$ cat config.mk
export PLATFORM = sky130hd
export DESIGN_NAME = uart_regfront
export DESIGN_NICKNAME = d
export VERILOG_FILES = /design/src/rtl/uart_rf_pkg.sv /design/src/rtl/uart_rf_rxhold.sv /design/src/rtl/uart_rf_txhold.sv /design/src/rtl/uart_rf_status.sv /design/src/rtl/uart_rf_irq.sv /design/src/rtl/uart_regfront.sv
export SDC_FILE = /design/constraint.sdc
export NUM_CORES = 1
export LEC_CHECK = 0
export CAP_MARGIN = 10
export CORE_MARGIN = 4
export CORE_UTILIZATION = 45
export DETAILED_ROUTE_END_ITERATION = 16
export HOLD_SLACK_MARGIN = 0.05
export PLACE_DENSITY = 0.83
export SLEW_MARGIN = 20
export SYNTH_ARGS = -nofsm -noshare
export SYNTH_HDL_FRONTEND = slang
export SYNTH_SLANG_ARGS = --single-unit
$ cat constraint.sdc
create_clock -name clk -period 3.5 [get_ports clk]
set_input_delay 0.7 -clock clk [delete_from_list [all_inputs] [get_ports clk]]
set_output_delay 0.7 -clock clk [all_outputs]
set_load 0.1 [all_outputs]
$ cat src/rtl/uart_rf_pkg.sv
package uart_rf_pkg;
  localparam int REG_COUNT = 8;
  localparam int BYTE_W    = 8;
  localparam int MODEM_N   = 4;
  localparam int ERR_N     = 4;

  // register indices (order is decoded by software)
  localparam logic [2:0] IX_DATA  = 3'd0;
  localparam logic [2:0] IX_IEN   = 3'd1;
  localparam logic [2:0] IX_IDENT = 3'd2;
  localparam logic [2:0] IX_LCTL  = 3'd3;
  localparam logic [2:0] IX_MCTL  = 3'd4;
  localparam logic [2:0] IX_LSTAT = 3'd5;
  localparam logic [2:0] IX_MSTAT = 3'd6;
  localparam logic [2:0] IX_DIV   = 3'd7;

  // interrupt enable bit positions
  localparam int EN_RXD  = 0;
  localparam int EN_THRE = 1;
  localparam int EN_LINE = 2;
  localparam int EN_MDM  = 3;

  typedef enum logic [2:0] {
    ID_MODEM = 3'b000,
    ID_NONE  = 3'b001,
    ID_THRE  = 3'b010,
    ID_RXD   = 3'b100,
    ID_LINE  = 3'b110
  } irq_id_e;
endpackage

$ cat src/rtl/uart_rf_rxhold.sv
module uart_rf_rxhold #(
  parameter int DATA_W         = 8,
  parameter bit OVERWRITE_FULL = 1'b0
) (
  input  logic              clk,
  input  logic              rst_n,
  input  logic              in_valid,
  input  logic [DATA_W-1:0] in_data,
  output logic              in_ready,
  input  logic              take,
  output logic [DATA_W-1:0] held,
  output logic              avail,
  output logic              lost
);
  logic accept;

  generate
    if (OVERWRITE_FULL) begin : g_always_ready
      assign in_ready = 1'b1;
    end else begin : g_backpressure
      assign in_ready = ~avail;
    end
  endgenerate

  assign accept = in_valid & in_ready;
  assign lost   = accept & avail & ~take;

  always_ff @(posedge clk) begin
    if (!rst_n) begin
      held  <= '0;
      avail <= 1'b0;
    end else if (accept) begin
      held  <= in_data;
      avail <= 1'b1;
    end else if (take) begin
      avail <= 1'b0;
    end
  end
endmodule

$ cat src/rtl/uart_rf_txhold.sv
module uart_rf_txhold #(
  parameter int DATA_W = 8
) (
  input  logic              clk,
  input  logic              rst_n,
  input  logic              load,
  input  logic [DATA_W-1:0] load_data,
  output logic              out_valid,
  output logic [DATA_W-1:0] out_data,
  input  logic              out_ready
);
  always_ff @(posedge clk) begin
    if (!rst_n) begin
      out_valid <= 1'b0;
      out_data  <= '0;
    end else if (out_valid) begin
      if (out_ready) out_valid <= 1'b0;
    end else if (load) begin
      out_valid <= 1'b1;
      out_data  <= load_data;
    end
  end
endmodule

$ cat src/rtl/uart_rf_status.sv
module uart_rf_status #(
  parameter int ERR_N   = 4,
  parameter int MODEM_N = 4
) (
  input  logic               clk,
  input  logic               rst_n,
  input  logic [ERR_N-1:0]   err_set,
  input  logic               err_clr,
  output logic [ERR_N-1:0]   err_q,
  input  logic [MODEM_N-1:0] lines,
  input  logic               delta_clr,
  output logic [MODEM_N-1:0] level_q,
  output logic [MODEM_N-1:0] delta_q
);
  generate
    for (genvar e = 0; e < ERR_N; e++) begin : g_err
      always_ff @(posedge clk) begin
        if (!rst_n)          err_q[e] <= 1'b0;
        else if (err_set[e]) err_q[e] <= 1'b1;
        else if (err_clr)    err_q[e] <= 1'b0;
      end
    end

    for (genvar m = 0; m < MODEM_N; m++) begin : g_mdm
      logic change;
      assign change = lines[m] ^ level_q[m];
      always_ff @(posedge clk) begin
        if (!rst_n) begin
          level_q[m] <= 1'b0;
          delta_q[m] <= 1'b0;
        end else begin
          level_q[m] <= lines[m];
          if (change)         delta_q[m] <= 1'b1;
          else if (delta_clr) delta_q[m] <= 1'b0;
        end
      end
    end
  endgenerate
endmodule

$ cat src/rtl/uart_rf_irq.sv
module uart_rf_irq
  import uart_rf_pkg::*;
#(
  parameter int ERR_N   = 4,
  parameter int MODEM_N = 4
) (
  input  logic [3:0]         enables,
  input  logic [ERR_N-1:0]   errors,
  input  logic               data_ready,
  input  logic               tx_empty,
  input  logic [MODEM_N-1:0] modem_delta,
  output irq_id_e            ident,
  output logic               irq
);
  logic line_p, rxd_p, thre_p, mdm_p;

  assign line_p = (|errors)      & enables[EN_LINE];
  assign rxd_p  = data_ready     & enables[EN_RXD];
  assign thre_p = tx_empty       & enables[EN_THRE];
  assign mdm_p  = (|modem_delta) & enables[EN_MDM];

  assign irq = line_p | rxd_p | thre_p | mdm_p;

  always_comb begin
    if (line_p)      ident = ID_LINE;
    else if (rxd_p)  ident = ID_RXD;
    else if (thre_p) ident = ID_THRE;
    else if (mdm_p)  ident = ID_MODEM;
    else             ident = ID_NONE;
  end
endmodule

$ cat src/rtl/uart_regfront.sv
module uart_regfront
  import uart_rf_pkg::*;
#(
  parameter int ADDR_W         = 4,
  parameter int BUS_W          = 32,
  parameter int DIV_W          = 32,
  parameter bit OVERWRITE_FULL = 1'b0
) (
  input  logic              clk,
  input  logic              rst_n,
  input  logic              bus_sel,
  input  logic              bus_we,
  input  logic [ADDR_W-1:0] bus_addr,
  input  logic [BUS_W-1:0]  bus_wdata,
  output logic [BUS_W-1:0]  bus_rdata,
  input  logic              rx_valid,
  input  logic [7:0]        rx_data,
  output logic              rx_ready,
  output logic              tx_valid,
  output logic [7:0]        tx_data,
  input  logic              tx_ready,
  input  logic              err_parity,
  input  logic              err_frame,
  input  logic              err_break,
  input  logic [3:0]        modem_lines,
  output logic [7:0]        line_ctrl,
  output logic [7:0]        modem_ctrl,
  output logic [DIV_W-1:0]  divisor,
  output logic              irq
);
  localparam int IX_W = $clog2(REG_COUNT);

  logic              mapped;
  logic [IX_W-1:0]   idx;
  logic              wr_en, rd_en;
  logic [REG_COUNT-1:0] wr_hit, rd_hit;

  assign mapped = (bus_addr < ADDR_W'(REG_COUNT));
  assign idx    = bus_addr[IX_W-1:0];
  assign wr_en  = bus_sel &  bus_we & mapped;
  assign rd_en  = bus_sel & ~bus_we & mapped;

  generate
    for (genvar r = 0; r < REG_COUNT; r++) begin : g_hit
      assign wr_hit[r] = wr_en & (idx == IX_W'(r));
      assign rd_hit[r] = rd_en & (idx == IX_W'(r));
    end
  endgenerate

  // write-only configuration storage
  logic [3:0] ien_q;
  always_ff @(posedge clk) begin
    if (!rst_n) begin
      ien_q      <= '0;
      line_ctrl  <= '0;
      modem_ctrl <= '0;
      divisor    <= '0;
    end else begin
      if (wr_hit[IX_IEN])  ien_q      <= bus_wdata[3:0];
      if (wr_hit[IX_LCTL]) line_ctrl  <= bus_wdata[7:0];
      if (wr_hit[IX_MCTL]) modem_ctrl <= bus_wdata[7:0];
      if (wr_hit[IX_DIV])  divisor    <= bus_wdata[DIV_W-1:0];
    end
  end

  // receive holder
  logic [BYTE_W-1:0] rx_held;
  logic              rx_avail, rx_lost, rd_take;
  assign rd_take = rd_hit[IX_DATA];

  uart_rf_rxhold #(.DATA_W(BYTE_W), .OVERWRITE_FULL(OVERWRITE_FULL)) u_rx (
    .clk(clk), .rst_n(rst_n),
    .in_valid(rx_valid), .in_data(rx_data), .in_ready(rx_ready),
    .take(rd_take), .held(rx_held), .avail(rx_avail), .lost(rx_lost)
  );

  // transmit holder
  uart_rf_txhold #(.DATA_W(BYTE_W)) u_tx (
    .clk(clk), .rst_n(rst_n),
    .load(wr_hit[IX_DATA]), .load_data(bus_wdata[BYTE_W-1:0]),
    .out_valid(tx_valid), .out_data(tx_data), .out_ready(tx_ready)
  );

  // sticky errors and modem status
  logic [ERR_N-1:0]   err_q;
  logic [MODEM_N-1:0] mdm_level, mdm_delta;

  uart_rf_status #(.ERR_N(ERR_N), .MODEM_N(MODEM_N)) u_stat (
    .clk(clk), .rst_n(rst_n),
    .err_set({err_break, err_frame, err_parity, rx_lost}),
    .err_clr(rd_hit[IX_LSTAT]), .err_q(err_q),
    .lines(modem_lines), .delta_clr(rd_hit[IX_MSTAT]),
    .level_q(mdm_level), .delta_q(mdm_delta)
  );

  logic       tx_empty;
  logic [7:0] lstat, mstat;
  assign tx_empty = ~tx_valid;
  assign lstat    = {1'b0, tx_empty, tx_empty, err_q, rx_avail};
  assign mstat    = {mdm_level, mdm_delta};

  // interrupt evaluation
  irq_id_e ident;
  uart_rf_irq #(.ERR_N(ERR_N), .MODEM_N(MODEM_N)) u_irq (
    .enables(ien_q), .errors(err_q), .data_ready(rx_avail),
    .tx_empty(tx_empty), .modem_delta(mdm_delta),
    .ident(ident), .irq(irq)
  );

  // read mux: write-only and unmapped indices return zero
  always_comb begin
    bus_rdata = '0;
    if (mapped) begin
      unique case (idx)
        IX_DATA:  bus_rdata[BYTE_W-1:0] = rx_held;
        IX_IDENT: bus_rdata[2:0]        = ident;
        IX_LSTAT: bus_rdata[7:0]        = lstat;
        IX_MSTAT: bus_rdata[7:0]        = mstat;
        default:  bus_rdata             = '0;
      endcase
    end
  end
endmodule

==> flow_summary_export.csv <==
group,metric,value,unit
outcome,outcome,"completed",
placement,finalWeightedCongestion,0.950,
floorplan,start_util,46.8,%
sta,final-setup-viol-count,0,
yosys,synthCells,403,
global_route,grt_max_degree,79,
clock_network,cts_resized,0,
cells_and_area,final_cell_mix,"nand2_1, clkdlybuf4s50_1, dfxtp_1",
critical_path,arrival,2.58,ns
cells_and_area,fin_util,66.2,%
sta,fin_tns_setup,0,ns
clock_network,root_buffer,"clkbuf_8",
sta,finalCritPeriodShare,93.6,%
clock_network,cts_tree,"done",
detailed_routing,wirelength,9070,µm
yosys,avgSynthCellArea,9.07,µm²
yosys,syn_area,0.00366,mm²
clock_network,htreeDepth,3,
yosys,post_synth_num_cell_types,40,
detailed_routing,vias,3021,
clock_network,cts_buffer_depth,2,
floorplan,die_area,0.00963,mm²
sta,slew_viol_final,0,
sta,period_needed,3.28,ns
power_and_ir_drop,p_per_area,417,mW/mm²
power_and_ir_drop,p_leak,0.00199,µW
sta,rsz0062_at_grt,"no",
cells_and_area,syn2layout_area_growth,41.4,%
cells_and_area,nFillCells,637,
floorplan,io_pins,148,
floorplan,core,0.00781,mm²
clock_network,clkLatencyLatePin,0.34,ns
yosys,synth_edf_count,0,
global_route,met2_usage,30.4,%
yosys,synth_seq_cells,82,
placement,io_buffers,123,
global_route,first_global_vias,3007,
global_route,grt_overflow_total,0,
detailed_routing,drt-pass1-iter-count,4,
clock_network,cts_inserted_buffers,9,
detailed_routing,viasPerCell,4.90,
critical_path,crit_type,"primary input to primary output",
clock_network,cts.clk_slew.worst_paths,0.07,ns
power_and_ir_drop,ir_worst_vdd,217,µV
clock_network,postCtsSetupBuffers,0,
sta,maxSlewHeadroom,32.3,%
cells_and_area,drive_gt1_share,7.77,%
critical_path,crit_path_max_fanout,21,
floorplan,die-width,98.1,µm
critical_path,crit_required,2.80,ns
cells_and_area,final_nets,567,
yosys,synth_ff_type,"dfxtp_1",
placement,dpl.hpwl,6730,µm
detailed_routing,drt_iter0_drc,64,
clock_network,cts.sink_count,82,
floorplan,die-height,98.1,µm
sta,fmax,305,MHz
detailed_routing,drc_errors,0,
sta,finalClockSkew,0.0103,ns
floorplan,rows,32,
yosys,synthArstFlopShare,0,%
sta,holdWs,0.459,ns
flow_run,max_cap_violations,0,
global_route,grt_busiest_layer,"met2",
global_route,grt_pass1_wl,14900,µm
yosys,yosysWarnings,0,
global_route,gr-usage-met3,9.64,%
critical_path,critical_path.endpoint_type,"primary output",
yosys,seq_area_frac_synth,44.9,%
global_route,antenna_found_initial,0,
detailed_routing,ant_nets,0,
detailed_routing,wl_per_cell,14.7,µm
sta,hold_viol,0,
critical_path,critPathLaunchType,"primary input",
cells_and_area,diodes,0,
global_route,track_usage,18.7,%
cells_and_area,layout_commonest_cell,"nand2_1",
hold_path,hold_path_class,"flop to flop",
clock_network,ctsHoldBuffers,0,
sta,worst_pin_slew,1.01,ns
global_route,use_met1,21.8,%
==> worst max-delay path, cell delays in order <==
cell,delay (ns)
clkdlybuf4s50_1,0.74
and3b_1,0.45
a211oi_1,0.35
o2bb2ai_2,0.14
buf_12,0.19
==> synthesized netlist by cell type (3+ instances only) <==
master	n	share of area, %
and2_1	4	0.68
a21oi_1	6	0.82
nand2b_1	4	0.68
a21boi_1	13	2.7
o21a_1	6	1.2
nand3b_1	4	0.82
nand2_1	114	12
nor3b_1	5	1.0
xnor2_1	4	0.96
buf_4	27	5.5
o21ai_1	4	0.55
nor4b_1	3	0.72
a211oi_1	3	0.62
clkbuf_1	17	1.7
dfxtp_1	82	45
buf_2	8	1.1
or3b_1	3	0.72
mux2i_1	60	16
nand3_1	3	0.41
and4b_1	4	1.1
==> per-stage QoR <==
| stage | instance area [µm²] | cells | worst slack (ns) | power, µW |
|---|---|---|---|---|
| global placement | 4930 | 601 | 0.349 | 1360 |
| floorplan | 3770 | 426 | 0.0260 | 1270 |
| detailed placement | 4930 | 601 | 0.251 | 1360 |
| CTS | 5170 | 617 | 0.252 | 2180 |
| finish | 5170 | 617 | 0.225 | 2150 |
| global route | 5170 | 617 | 0.0912 | 2240 |
==> where the power goes <==
part           total, µW  switching, µW  leakage [µW]  internal (µW)
sequential           969           15.7      0.000666            953
clock                812            336      0.000117            477
combinational        373            260       0.00121            113
total               2150            611       0.00199           1540
==> state kept, by name (all words and copies together), names as in the netlist <==
| name | cells |
|---|---|
| modem_ctrl | 8 |
| u_tx.out_data | 8 |
| line_ctrl | 8 |
| divisor | 32 |
| u_stat.level_q | 4 |
| u_stat.err_q | 4 |
| ien_q | 4 |
| u_rx.held | 8 |
| u_tx.out_valid | 1 |
| u_rx.avail | 1 |
| u_stat.delta_q | 4 |
==> metal layers <==
metal / wire (µm) / vias up
met5: 0 / -
met4: 106 / 0
met3: 1010 / 6
met2: 4250 / 116
met1: 3700 / 1384
li1: - / 1515
==> final cells by class <==
class	count	area, µm²	share of cell area [%]
Tap cell	102	128	2.47
Clock inverter	6	115	2.23
Multi-Input combinational cell	287	1810	35.0
Inverter	2	7.51	0.145
Timing Repair Buffer	128	1340	25.9
Clock buffer	10	128	2.47
Sequential cell	82	1640	31.8
==> kinds of logic (layout without fill, tap and decap cells) <==
group	after synthesis	in the layout	share of synthesized area, %
flip-flops	82	82	44.9
XOR/XNOR	4	4	0.958
buffers and inverters	57	146	9.10
AO/OA/AOI/OAI	45	45	8.59
AND/OR/NAND/NOR	154	154	19.9
multiplexers	60	60	16.4
other	1	24	0.103
==> path summary, 6_finish.rpt <==
kind | start | end | slack, ns | cells after the start
max | bus_addr[1] | bus_rdata[0] | 0.22 | 5
min reg2reg | divisor[0] | divisor[0] | 0.46 | 2
min | divisor[0] | divisor[0] | 0.46 | 2
max reg2reg | u_tx.out_valid | u_tx.out_data[1] | 2.18 | 3
(Power assumes the default switching activity.)
